[config.mk]
export PLATFORM = sky130hd
export DESIGN_NAME = acc_core
export DESIGN_NICKNAME = d
export VERILOG_FILES = /design/src/rtl/acc_core_pkg.sv /design/src/rtl/acc_decode.sv /design/src/rtl/acc_alu.sv /design/src/rtl/acc_skip_eval.sv /design/src/rtl/acc_core.sv
export SDC_FILE = /design/constraint.sdc
export NUM_CORES = 1
export LEC_CHECK = 0
export BUFFER_PORTS_ARGS = -buffer_cell sky130_fd_sc_hd__buf_2
export CAP_MARGIN = 10
export CORE_MARGIN = 8
export CORE_UTILIZATION = 30
export CTS_CLUSTER_DIAMETER = 30
export DETAILED_ROUTE_END_ITERATION = 8
export GPL_ROUTABILITY_DRIVEN = 0
export PLACE_DENSITY = 0.43
export SYNTH_ARGS = -nofsm -noshare
export SYNTH_HDL_FRONTEND = slang
export SYNTH_SLANG_ARGS = --single-unit
[constraint.sdc]
create_clock -name clk -period 10.89 [get_ports clk]
set_clock_uncertainty 0.05 [all_clocks]
set_input_delay 1.089 -clock clk [delete_from_list [all_inputs] [get_ports clk]]
set_output_delay 1.089 -clock clk [all_outputs]
set_load 0.02 [all_outputs]
[src/rtl/acc_core_pkg.sv]
package acc_core_pkg;

    localparam int OP_W = 4;

    localparam logic [OP_W-1:0] OPC_LOAD  = 4'd1;
    localparam logic [OP_W-1:0] OPC_STORE = 4'd2;
    localparam logic [OP_W-1:0] OPC_ADD   = 4'd3;
    localparam logic [OP_W-1:0] OPC_SUB   = 4'd4;
    localparam logic [OP_W-1:0] OPC_IN    = 4'd5;
    localparam logic [OP_W-1:0] OPC_OUT   = 4'd6;
    localparam logic [OP_W-1:0] OPC_HALT  = 4'd7;
    localparam logic [OP_W-1:0] OPC_SKIP  = 4'd8;
    localparam logic [OP_W-1:0] OPC_JUMP  = 4'd9;

    typedef enum logic [3:0] {
        K_LOAD, K_STORE, K_ADD, K_SUB, K_IN, K_OUT,
        K_HALT, K_SKIP, K_JUMP, K_BAD
    } op_kind_e;

    typedef enum logic [3:0] {
        S_FETCH  = 4'd0,
        S_IREQ   = 4'd1,
        S_ILOAD  = 4'd2,
        S_DECODE = 4'd3,
        S_OREQ   = 4'd4,
        S_OLOAD  = 4'd5,
        S_EXEC   = 4'd6,
        S_WRITE  = 4'd7,
        S_INPUT  = 4'd8,
        S_HALT   = 4'd9
    } core_state_e;

endpackage

[src/rtl/acc_decode.sv]
module acc_decode
    import acc_core_pkg::*;
(
    input  logic [OP_W-1:0] opcode,
    output op_kind_e        kind
);
    always_comb begin
        case (opcode)
            OPC_LOAD:  kind = K_LOAD;
            OPC_STORE: kind = K_STORE;
            OPC_ADD:   kind = K_ADD;
            OPC_SUB:   kind = K_SUB;
            OPC_IN:    kind = K_IN;
            OPC_OUT:   kind = K_OUT;
            OPC_HALT:  kind = K_HALT;
            OPC_SKIP:  kind = K_SKIP;
            OPC_JUMP:  kind = K_JUMP;
            default:   kind = K_BAD;
        endcase
    end
endmodule

[src/rtl/acc_alu.sv]
module acc_alu #(
    parameter int W = 16
) (
    input  logic [W-1:0] a,
    input  logic [W-1:0] b,
    input  logic         sub,
    output logic [W-1:0] y
);
    // Subtraction as a + ~b + 1 keeps a single adder.
    logic [W-1:0] b_eff;

    always_comb begin
        b_eff = sub ? ~b : b;
        y     = a + b_eff + {{(W-1){1'b0}}, sub};
    end
endmodule

[src/rtl/acc_skip_eval.sv]
module acc_skip_eval #(
    parameter int W = 16
) (
    input  logic [W-1:0] ac,
    input  logic [1:0]   cond,
    output logic         take,
    output logic         bad
);
    logic neg, zero;

    always_comb begin
        neg  = ac[W-1];
        zero = (ac == '0);
        bad  = (cond == 2'b11);
        case (cond)
            2'b00:   take = neg;
            2'b01:   take = zero;
            2'b10:   take = !neg && !zero;
            default: take = 1'b0;
        endcase
    end
endmodule

[src/rtl/acc_core.sv]
module acc_core
    import acc_core_pkg::*;
#(
    parameter int DATA_W = 16,
    parameter int ADDR_W = 12,
    parameter int IO_W   = 8
) (
    input  logic              clk,
    input  logic              rst,
    output logic [ADDR_W-1:0] mem_addr,
    output logic [DATA_W-1:0] mem_wdata,
    output logic              mem_we,
    input  logic [DATA_W-1:0] mem_rdata,
    input  logic [IO_W-1:0]   in_data,
    input  logic              in_valid,
    output logic [IO_W-1:0]   out_data,
    output logic              out_strobe,
    output logic              halted,
    output logic              error
);
    localparam int FIELD_W = DATA_W - OP_W;
    localparam int CND_HI  = FIELD_W - 1;
    localparam int CND_LO  = FIELD_W - 2;
    localparam int EXT_W   = DATA_W - IO_W;

    typedef struct packed {
        core_state_e       st;
        logic [ADDR_W-1:0] pc;
        logic [ADDR_W-1:0] mar;
        logic [DATA_W-1:0] ac;
        logic [DATA_W-1:0] ir;
        logic [DATA_W-1:0] mbr;
        logic [IO_W-1:0]   outr;
        logic              ostb;
        logic              halt;
        logic              err;
    } regs_t;

    regs_t r_q, r_d;

    op_kind_e          kind;
    logic [DATA_W-1:0] alu_y;
    logic              skip_take, skip_bad;
    logic [ADDR_W-1:0] opnd;
    logic [DATA_W-1:0] in_ext;

    assign opnd   = r_q.ir[ADDR_W-1:0];
    assign in_ext = {{EXT_W{in_data[IO_W-1]}}, in_data};

    acc_decode u_dec (
        .opcode (r_q.ir[DATA_W-1 -: OP_W]),
        .kind   (kind)
    );

    acc_alu #(.W(DATA_W)) u_alu (
        .a   (r_q.ac),
        .b   (r_q.mbr),
        .sub (kind == K_SUB),
        .y   (alu_y)
    );

    acc_skip_eval #(.W(DATA_W)) u_skp (
        .ac   (r_q.ac),
        .cond (r_q.ir[CND_HI:CND_LO]),
        .take (skip_take),
        .bad  (skip_bad)
    );

    always_comb begin
        r_d      = r_q;
        r_d.ostb = 1'b0;
        case (r_q.st)
            S_FETCH: begin
                r_d.mar = r_q.pc;
                r_d.st  = S_IREQ;
            end
            S_IREQ: begin
                r_d.st = S_ILOAD;
            end
            S_ILOAD: begin
                r_d.ir = mem_rdata;
                r_d.pc = r_q.pc + 1'b1;
                r_d.st = S_DECODE;
            end
            S_DECODE: begin
                case (kind)
                    K_LOAD, K_ADD, K_SUB: begin
                        r_d.mar = opnd;
                        r_d.st  = S_OREQ;
                    end
                    K_STORE: begin
                        r_d.mar = opnd;
                        r_d.mbr = r_q.ac;
                        r_d.st  = S_WRITE;
                    end
                    K_IN: begin
                        r_d.st = S_INPUT;
                    end
                    K_OUT: begin
                        r_d.outr = r_q.ac[IO_W-1:0];
                        r_d.ostb = 1'b1;
                        r_d.st   = S_FETCH;
                    end
                    K_HALT: begin
                        r_d.halt = 1'b1;
                        r_d.st   = S_HALT;
                    end
                    K_SKIP: begin
                        if (skip_bad) begin
                            r_d.err  = 1'b1;
                            r_d.halt = 1'b1;
                            r_d.st   = S_HALT;
                        end else begin
                            if (skip_take) begin
                                r_d.pc = r_q.pc + 1'b1;
                            end
                            r_d.st = S_FETCH;
                        end
                    end
                    K_JUMP: begin
                        r_d.pc = opnd;
                        r_d.st = S_FETCH;
                    end
                    default: begin
                        r_d.err  = 1'b1;
                        r_d.halt = 1'b1;
                        r_d.st   = S_HALT;
                    end
                endcase
            end
            S_OREQ: begin
                r_d.st = S_OLOAD;
            end
            S_OLOAD: begin
                r_d.mbr = mem_rdata;
                r_d.st  = S_EXEC;
            end
            S_EXEC: begin
                r_d.ac = (kind == K_LOAD) ? r_q.mbr : alu_y;
                r_d.st = S_FETCH;
            end
            S_WRITE: begin
                r_d.st = S_FETCH;
            end
            S_INPUT: begin
                if (in_valid) begin
                    r_d.ac = in_ext;
                    r_d.st = S_FETCH;
                end
            end
            S_HALT: begin
                r_d.st = S_HALT;
            end
            default: begin
                r_d.st = S_FETCH;
            end
        endcase
    end

    always_ff @(posedge clk) begin
        if (rst) begin
            r_q <= '0;
        end else begin
            r_q <= r_d;
        end
    end

    assign mem_addr   = r_q.mar;
    assign mem_wdata  = r_q.mbr;
    assign mem_we     = (r_q.st == S_WRITE);
    assign out_data   = r_q.outr;
    assign out_strobe = r_q.ostb;
    assign halted     = r_q.halt;
    assign error      = r_q.err;

endmodule

; ---- Word-level counts from Yosys, hierarchy flattened
; Memories as Yosys holds them, arrays and structs flattened. A register that Yosys moved wholly into a read port is not among the register bits.
; Index checks and enable logic that the tools add are counted.
; Widths: inputs -> output; s select.
[totals]
ram_bits = 0
latch_bits = 0
input_bits = 27
regBits = 87
n_memories = 1
elab_cells = 92
output_inout_bits = 40
romBits = 64
[memory_table]
columns = name, words, word_bits, rd, rd_clocked_by_memory_dff, write_ports, line
row1 = (no name shown), 16, 4, 1, 1, 0, acc_decode.sv:8  ; case (opcode)
[op_classes]
n_div = 0
n_reduce_logical = 24
n_eq_ne = 27
n_lt_le_gt_ge = 0
n_mul = 0
shift = 0
muxes = 23
add_sub_neg = 3
bitwise = 4
[ops]
columns = op, n
row1 = $pmux 12 s2, 3
row2 = $mux 16, 4
row3 = $pmux 16 s2, 2
row4 = $mux 12, 3
row5 = $eq 4x3->1 const B, 8
row6 = $pmux 4 s8, 1
row7 = $pmux 4 s5, 1
row8 = $add 16x1->16, 1
row9 = $add 16x16->16, 1
row10 = $eq 4x2->1 const B, 4
row11 = $logic_not 16->1, 1
row12 = $mux 4, 4
row13 = $not 16->16, 1
row14 = $add 12x1->12 const B, 1
row15 = $eq 4x4->1 const B, 3
row16 = $eq 4x1->1 const B, 2
row17 = $logic_not 4->1, 2
row18 = $reduce_and 2->1, 4
row19 = $reduce_bool 2->1, 4
row20 = $reduce_or 8->1, 1
row21 = $reduce_or 7->1, 1
row22 = $ne 2x2->1 const B, 3
row23 = $ne 3x3->1 const B, 2
row24 = $reduce_and 3->1, 2
row25 = other kinds (16), 22

; ---- Longest topological paths before layout
; Gate-level depths: netlist (run 1).
[depth]
word_depth = 8
ltp_mapped = 14
depth_no_buf = 11

; ---- By module
; Synthesis (run 1) repeated with hierarchy kept, for this count alone.
[unflattened]
cells_unflattened = 646
hier_area_um2 = 5693.0
[modules_own_cells]
columns = mod, area_each_um2, instances, seq_area_each_um2, cells_per_inst
row1 = acc_core, 4604.4, 1, 1741.7, 506
row2 = acc_alu, 889.6, 1, 0.0, 114
row3 = acc_decode, 122.6, 1, 0.0, 15
row4 = acc_skip_eval, 76.3, 1, 0.0, 11

; ---- Worst setup path after synthesis (run 1)
; OpenSTA, ideal clock, no wires.
[synth_timing]
kind = register to register
startpoint = register u_dec.kind[2] (netlist name)
endpoint = register r_q[58] (netlist bit)
setup_slack_ns = 7.446
required_time_ns = 10.778
stages_incl_launch_ff = 14
setup_ns = 0.062
t_arrival_ns = 3.332
path_buffers = 3
period_less_slack_ns = 3.444
cell_sequence = dfxtp_1 > buf_6 > nor4bb_4 > buf_6 > buf_1 > xor2_1 > ha_1 > a311o_1 > a31oi_4 > nor3_1 > a211oi_2 > xnor2_1 > or4b_1 > nand3_1
[synth_between]
elab_chain_cells = 6
word_cells_on_any_way = 7
cone_classes = add/sub (2) / eq/ne (1) / mux (3) / reduce/logical (1)
[synth_rtl]
columns = item, line
row1 = $eq 4x2->1, acc_core.sv:58  ; .sub (kind == K_SUB),
row2 = $mux 16, acc_alu.sv:13  ; b_eff = sub ? ~b : b;
row3 = $add 16x16->16, acc_alu.sv:14  ; y = a + b_eff + {{(W-1){1'b0}}, sub};
row4 = $add 16x1->16, acc_alu.sv:14
row5 = $mux 16 *, acc_core.sv:139  ; r_d.ac = (kind == K_LOAD) ? r_q.mbr : alu_y;
row6 = $pmux 16 s2 *, acc_core.sv:72  ; case (r_q.st)
row7 = "end signal, assigned", acc_core.sv:164  ; r_q <= r_d;
row8 = "end, declared", acc_core.sv:39  ; regs_t r_q, r_d;
; Mark *: on every way between the ends. The rest lies on a longest branch, timed or not.
; A chain may end at the register's enable or synchronous reset.

; ---- Final worst setup path (run 1)
[layout_timing]
startpoint = register u_dec.kind[0] (netlist name)
endpoint = register r_q[58] (netlist bit)
[layout_between]
elab_chain_cells = 6
word_cells_on_any_way = 7
cone_classes = add/sub (2) / eq/ne (1) / mux (3) / reduce/logical (1)
[layout_rtl]
columns = item, line
row1 = $eq 4x2->1, acc_core.sv:58
row2 = $mux 16, acc_alu.sv:13
row3 = $add 16x16->16, acc_alu.sv:14
row4 = $add 16x1->16, acc_alu.sv:14
row5 = $mux 16 *, acc_core.sv:139
row6 = $pmux 16 s2 *, acc_core.sv:72
; Marked as above.

==> flow_summary.ini, run 1 <==
[floorplanning]
dieHeight_um = 153
initial_core_util_pct = 30.3
dieArea_mm2 = 0.0233
ios = 67
fp.dieW_um = 153
fp-row-count = 50
fp.coreArea_mm2 = 0.0185

[sta]
period_minus_slack_ns = 3.56
fmax_mhz = 281
fin_ws_ns = 7.33
setup-tns-final_ns = 0
fin_crit_sh_pct = 32.7
rsz0062_at_grt = false
final-hold-violation-count = 0
setup_violations = 0
slew_viol_final = 0
slew_headroom_pct = 35.8
worst_pin_slew_ns = 0.960

[setup_path]
crit_type = register to register
crit_required_ns = 11.13
worstSetupStartpointType = register
cp_num_buf_inv = 1
crit_slowest_cell = dfxtp_1
path_cells = nor4bb_4 > buf_4 > xor2_1 > ha_1 > a311o_1 > a31oi_4 > nor3_1 > a211oi_2 > xnor2_1 > or4b_1 > nand3_1
cp_top_family = simple AND/OR/NAND/NOR gates
crit_arrival_ns = 3.81
cpPeakStageDelay_ns = 0.56
cp_max_fo = 17
worstSetupEndpointType = register

[cells_and_area]
utilization_pct = 33.2
final_common_cell = dfxtp_1
area_delta_synth_final_pct = 9.55
diodes = 0
drive_gt1_share_pct = 16.1
fin_cells = 941
nets = 752
final_cell_mix = dfxtp_1 (91), nand2_1 (78), nor2_1 (76)

[global_route]
grt_max_degree = 81
grt_pass1_vias = 4708
grt.total_usage_pct = 14.6
grt_remaining_overflow = 0
grt_pass1_wl_um = 27300
antenna_found_initial = 0

[drt]
vias_per_cell = 5.21
wirelength_um = 16700
wl_per_cell_um = 17.8
drt-pass1-iter-count = 5
ant_nets = 0
num_vias = 4898
drt_iter0_markers = 279
drc = 0

[synth]
ys_ff_latch = 91
synth_top_area_share_pct = 32.5
yosys-top-cells-area = dfxtp_1 (32%), a21oi_1 (6.2%), mux2i_1 (5.7%)
synth_top_area_cell = dfxtp_1
synthArstFlopShare_pct = 0
syn_area_per_cell_um2 = 8.01
ys.flop_type = dfxtp_1
synth.yosys.warnings = 0
synth.distinct_cells = 64
synth.net_count = 750
netlist_area_mm2 = 0.00561
synthCells = 700
ys_seq_area_share_pct = 32.5
synth-edff-count = 0

[clock_network]
cts.clk_slew.worst_paths_ns = 0.07
cts_htree_levels = 3
cts_buffer_depth = 2
cts.repair.resized = 0
cts_root_buf = clkbuf_16
cts_tree = built
hold_buffers = 0
cts_made_buffers = 9
clock_sinks = 91
clock_latency_ns = 0.35
cts_setup_buffers = 0

[power]
pwr_density_cell_mw_per_mm2 = 155
switching_share_pct = 33.5
power.share.clock_pct = 35.1
power_switching_uw = 319
p_leak_nw = 2.48
p_comb_share_pct = 22.8
internal_power_uw = 634
vdd.ir_drop.worst_mv = 0.0788
seq_power_share_pct = 42.1

[outcome]
status = finished, final reports clean

[job]
cap_violations = 0

[placement]
post-place-ws_ns = 7.33
place.port_buffers = 66
dp_hpwl_um = 12000
dp.cells = 925

[min_path]
hp-class = register to register
layout make-up:
| type | count | area [um2] |
|---|---|---|
| Clock buffer | 11 | 253 |
| Sequential cell | 91 | 1820 |
| Inverter | 13 | 48.8 |
| Timing Repair Buffer | 75 | 398 |
| Tap cell | 234 | 293 |
| Multi-Input combinational cell | 512 | 3270 |
| Fill cell | 1987 | 12400 |
| Clock inverter | 5 | 60.1 |
power groups by stage:
stage | Sequential [mW] | Combinational, mW | Clock [mW]
floorplan | 0.387 | 0.194 | 0
global placement | 0.407 | 0.218 | 0
detailed placement | 0.409 | 0.219 | 0
CTS | 0.401 | 0.220 | 0.345
global route | 0.407 | 0.244 | 0.360
finish | 0.401 | 0.217 | 0.335
final timing paths:
| check | end | startpoint | slack [ns] | cells past startpoint |
|---|---|---|---|---|
| setup / recovery | r_q[58] | u_dec.kind[0] | 7.33 | 11 |
| hold / removal | r_q[40] | r_q[40] | 0.41 | 2 |
| setup reg to reg | r_q[58] | u_dec.kind[0] | 7.33 | 11 |
| hold reg to reg | r_q[40] | r_q[40] | 0.41 | 2 |
state kept, by name (all words and copies together) (netlist names):
register	flops
error	1
halted	1
mem_addr	12
mem_wdata	16
opnd	12
out_data	8
out_strobe	1
r_q	36
u_dec.kind	4
logic make-up after synthesis:
logic type               after synthesis  synth area share, %
AO/OA/AOI/OAI                        187                 22.7
multiplexers                          33                 5.91
XOR/XNOR                              28                 4.37
flip-flops                            91                 32.5
buffers and inverters                 97                 9.50
AND/OR/NAND/NOR                      241                 19.8
adder cells (fa/ha/maj)               23                 5.26
metrics by stage:
| stage | power [mW] | hold WS [ns] | area, um2 |
|---|---|---|---|
| floorplan | 0.581 | 0.394 | 5610 |
| global placement | 0.625 | 0.397 | 5830 |
| detailed placement | 0.628 | 0.405 | 5830 |
| CTS | 0.967 | 0.420 | 6140 |
| global route | 1.01 | 0.452 | 6140 |
| finish | 0.953 | 0.414 | 6140 |
worst min-delay path: cells and delay by family (launching register included):
family,cells,cell delay [ns]
simple gates,1,0.06
flops,1,0.30
compound gates,1,0.06
Yosys cell counts, drive strengths merged, types with 3 or more instances:
cell	number
dfxtp	91
nand2	78
nor2	77
a21oi	70
buf	55
mux2i	32
a211oi	31
clkbuf	29
nor3	26
o21ai	26
ha	22
xor2	19
nand3	17
inv	13
xnor2	9
nor4	8
a21o	7
a31oi	7
nand2b	7
o211ai	7
a311oi	5
nand4	5
o32ai	5
and3	4
o221a	4
or3	4
nand3b	3
o21a	3
o31ai	3
or2	3
layer usage:
| metal | global-route usage [%] | share of wire (%) |
|---|---|---|
| met5 | 0 | 0 |
| met4 | 4.29 | 1.7 |
| met3 | 3.29 | 4.4 |
| met2 | 21.0 | 42 |
| met1 | 20.9 | 52 |
(Power assumes the default switching activity.)
==> run 2: changes to the inputs <==
PLACE_DENSITY = 0.44   (was 0.43)
clock period = 3 ns   (was 10.89 ns; I/O delays follow)
==> flow_summary.ini, run 2 (synthesis gave the netlist of run 1 again) <==
[setup_path]
crit_slowest_cell = or4b_1
worstReg2RegEnd = r_q[58]
worstSetupEndpointType = register
critPathCapture = r_q[58]
cp_top_family = simple AND/OR/NAND/NOR gates
worstSetupStartpointType = register
path_cells = nor4bb_4 > buf_4 > buf_12 > xor2_4 > ha_4 > a311o_1 > a31oi_4 > nor3_2 > a211oi_2 > xnor2_1 > or4b_1 > nand3_1
crit_path_start = u_dec.kind[3]
crit_arrival_ns = 3.20
rr_worst_depth = 12
rr_startpoint = u_dec.kind[3]
crit_cells = 12
cp_num_buf_inv = 2
cp_max_fo = 9
crit_required_ns = 3.24
regToRegSetupSlack_ns = 0.04
crit_type = register to register
cpPeakStageDelay_ns = 0.51

[clock_network]
cts_tree = built
clock_latency_ns = 0.35
cts_buffer_depth = 2
cts_root_buf = clkbuf_16
clock_sinks = 91
hold_buffers = 0
cts.clk_slew.worst_paths_ns = 0.07
cts_made_buffers = 9
cts_htree_levels = 3

[global_route]
grt_pass1_vias = 4768
antenna_found_initial = 0
grt_max_degree = 41
grt_pass1_wl_um = 27000
grt.total_usage_pct = 14.4
grt_remaining_overflow = 0

[power]
pwr_density_cell_mw_per_mm2 = 555
p_leak_nw = 2.63
vdd.ir_drop.worst_mv = 0.295

[cells_and_area]
final_area_mm2 = 0.00645
largest_register_ffs = 36
top_register = r_q
area_delta_synth_final_pct = 15.1
diodes = 0
drive_gt1_share_pct = 20.4
nets = 781
final_cell_mix = dfxtp_1 (89), nand2_1 (78), nor2_1 (76)
final_common_cell = dfxtp_1

[floorplanning]
ios = 67
fp-row-count = 50
dieArea_mm2 = 0.0233
fp.coreArea_mm2 = 0.0185
initial_core_util_pct = 30.3
fp.dieW_um = 153
dieHeight_um = 153

[job]
cap_violations = 0

[min_path]
hp-class = primary input to register

[sta]
slew_viol_final = 0
setup-tns-final_ns = 0
setup_violations = 0
rsz0062_at_grt = true
worst_pin_slew_ns = 0.784
slew_headroom_pct = 47.3
final-hold-violation-count = 0
fin_crit_sh_pct = 98.7
timing.hold.ws_ns = 0.181
fmax_mhz = 338
period_minus_slack_ns = 2.96

[drt]
drt_iter0_markers = 379
ant_nets = 0
wl_per_cell_um = 17.8
drt-pass1-iter-count = 7
wirelength_um = 17200
num_vias = 5053
vias_per_cell = 5.21
drc = 0

[outcome]
status = finished, final reports clean

[placement]
placed_area_mm2 = 0.00603
dp_hpwl_um = 12700
place.port_buffers = 66
## run 2: changes by cell type in the layout (fill, tap and decap cells not counted), moves of 2 or more
cell	previous run	this run
dfxtp_1	91	89
buf_4	9	36
xor2_1	19	17
dfxtp_2	0	2
clkbuf_8	2	0
## run 2: repair_timing
item                       CTS  global route
buffers inserted             0             7
gates resized for setup      0             5
setup endpoints to repair    0             3
## run 2: how the worst min path moves through the flow
| stage | start | endpoint | cells after the start |
|---|---|---|---|
| 2_1_floorplan | mem_rdata[0] | opnd[0] | 2 |
| 3_3_place_gp | error | error | 2 |
| 3_5_place_dp | error | error | 2 |
| 4_1_cts | mem_rdata[3] | opnd[3] | 3 |
| 5_1_grt | mem_rdata[5] | opnd[5] | 3 |
| 6_report | mem_rdata[5] | opnd[5] | 3 |
## run 2: per-stage QoR
stage / total power [mW] / util, % / setup WS, ns / cells
after detailed placement: 2.33 / 32.6 / 0.0500 / 946
after CTS: 3.61 / 34.3 / 0.0279 / 962
after floorplan: 2.12 / - / 0.0497 / 700
final: 3.58 / 34.9 / 0.0393 / 970
after global placement: 2.32 / 32.6 / 0.0857 / 946
after global routing: 3.78 / 34.9 / -0.0998 / 970
## run 2: tightest hold or removal path: cells and delay by family
family	cells	cell delay [ns]
AND/OR/NAND/NOR	1	0.06
buffers and inverters	1	0.13
AO/OA/AOI/OAI	1	0.05
## run 2: layout make-up
type                    instances  area [um2]
inverters                      13        48.8
fillers                      1954       12100
clock inverters                 7        98.8
repair buffers                104         646
clock buffers                   9         225
well taps                     234         293
flip-flops and latches         91        1820
multi-input cells             512        3320
## run 2: power breakdown
group | switching [mW] | internal (mW) | leakage [nW]
Sequential | 0.0967 | 1.32 | 0.738
Clock | 0.526 | 0.737 | 0.156
Combinational | 0.559 | 0.343 | 1.74
Total | 1.18 | 2.40 | 2.63
## run 2: routing by layer
metal,vias to the layer above,track usage [%],share of wire (%)
li1,2526,-,-
met1,2379,20.2,50
met2,131,21.9,44
met3,17,2.61,5.0
met4,0,4.29,1.3
met5,-,0,0
==> run 3: changes to the inputs <==
SETUP_SLACK_MARGIN = 0.1   (was default)
==> flow_summary.ini, run 3 (synthesis gave the netlist of run 1 again) <==
[outcome]
status = finished, final reports clean

[sta]
final-hold-violation-count = 0
timing.hold.ws_ns = 0.184
setup_violations = 0
period_minus_slack_ns = 2.94
fmax_mhz = 340
worst_pin_slew_ns = 0.724
fin_crit_sh_pct = 98.0
fin_ws_ns = 0.0606
rsz0062_at_grt = true
slew_headroom_pct = 51.4
setup-tns-final_ns = 0
slew_viol_final = 0

[setup_path]
cpPeakStageDelay_ns = 0.50
rr_worst_depth = 11
crit_type = register to register
cp_num_buf_inv = 1
crit_arrival_ns = 3.18
regToRegSetupSlack_ns = 0.06
cp_top_family = simple AND/OR/NAND/NOR gates
worstSetupEndpointType = register
cp_max_fo = 8
worstReg2RegEnd = r_q[58]
crit_slowest_cell = or4b_1
path_cells = nor4bb_4 > buf_12 > xor2_4 > ha_4 > a311o_1 > a31oi_4 > nor3_2 > a211oi_2 > xnor2_1 > or4b_1 > nand3_1
worstSetupStartpointType = register
rr_startpoint = u_dec.kind[3]
crit_required_ns = 3.24

[cells_and_area]
diodes = 0
fin_cells = 976
largest_register_ffs = 36
top_register = r_q
nets = 787
regArea_mm2 = 0.00183
final_area_mm2 = 0.00657
utilization_pct = 35.5
final_cell_mix = dfxtp_1 (88), nand2_1 (77), nor2_1 (76)
final_common_cell = dfxtp_1
nFillCells = 1950
area_delta_synth_final_pct = 17.1
drive_gt1_share_pct = 22.6
multi_input_area_mm2 = 0.00337

[global_route]
grt.total_usage_pct = 14.7
grt_max_degree = 35
grt_remaining_overflow = 0
antenna_found_initial = 0
grt_pass1_wl_um = 27400
grt_pass1_vias = 4921

[placement]
dp.cells = 948
place.port_buffers = 66
post-place-ws_ns = 0.0584
placed_area_mm2 = 0.00606
dp_hpwl_um = 13100

[drt]
ant_nets = 0
vias_per_cell = 5.24
wirelength_um = 17500
drt_iter0_markers = 313
drc = 0
wl_per_cell_um = 17.9
num_vias = 5115
drt-pass1-iter-count = 5

[power]
power.share.clock_pct = 34.6
seq_power_share_pct = 39.8
vdd.ir_drop.worst_mv = 0.291
switching_share_pct = 34.6
p_comb_share_pct = 25.5
power_switching_mw = 1.23
p_total_mw = 3.57
internal_power_mw = 2.34
pwr_density_cell_mw_per_mm2 = 543
p_leak_nw = 2.67

[clock_network]
cts_htree_levels = 3
cts_buffer_depth = 2
cts_made_buffers = 9
cts.clk_slew.worst_paths_ns = 0.08
cts_root_buf = clkbuf_16
clock_latency_ns = 0.35
cts_tree = built
clock_sinks = 91

[min_path]
min-delay-start = mem_rdata[4]
holdPathEnd = opnd[4]
hold_depth = 3
hp-class = primary input to register

[job]
cap_violations = 0

[floorplanning]
initial_core_util_pct = 30.3
ios = 67
fp-row-count = 50
fp.coreArea_mm2 = 0.0185
dieHeight_um = 153
dieArea_mm2 = 0.0233
fp.dieW_um = 153
[run 3: final cells by class]
| type | instances | area share, % |
|---|---|---|
| tap | 234 | 4.46 |
| multi-input combinational | 512 | 51.4 |
| clock inverter | 7 | 1.45 |
| timing repair buffer | 110 | 10.8 |
| inverter | 13 | 0.743 |
| sequential | 91 | 27.8 |
| clock buffer | 9 | 3.43 |
[run 3: power groups by stage]
stage	registers, mW	clock network (mW)	logic (mW)
final	1.42	1.24	0.911
after detailed placement	1.45	0	0.888
after CTS	1.42	1.28	0.894
after floorplan	1.40	0	0.712
after global routing	1.44	1.33	1.01
after global placement	1.44	0	0.878
[run 3: worst min-delay path, stage by stage]
cell     delay, ns
buf_2         0.12
nand2_1       0.06
a21oi_1       0.05
[run 3: timing repair]
action                                  CTS  global route
buffers inserted                          2             9
hold buffers                              0             0
endpoints found under the setup margin    1            10
pin swaps                                 0            14
gates cloned                              0             1
resized for setup                         0            23
[run 3: layer usage]
metal | vias up | share of wire, % | track usage (%)
met1 | 2406 | 49 | 19.5
met5 | - | 0 | 0
met4 | 0 | 2.1 | 5.28
li1 | 2543 | - | -
met2 | 138 | 44 | 22.8
met3 | 28 | 5.2 | 3.29
[run 3: how the worst max path moves through the flow]
stage                   from       to  slack (ns)  cells past startpoint
6_report       u_dec.kind[3]  r_q[58]        0.06                     11
5_1_grt        u_dec.kind[3]  r_q[58]       -0.08                     12
4_1_cts        u_dec.kind[3]  r_q[58]        0.04                     11
3_5_place_dp   u_dec.kind[3]  r_q[58]        0.06                     11
3_3_place_gp   u_dec.kind[3]  r_q[58]        0.08                     11
2_1_floorplan  u_dec.kind[2]  r_q[58]        0.07                     13
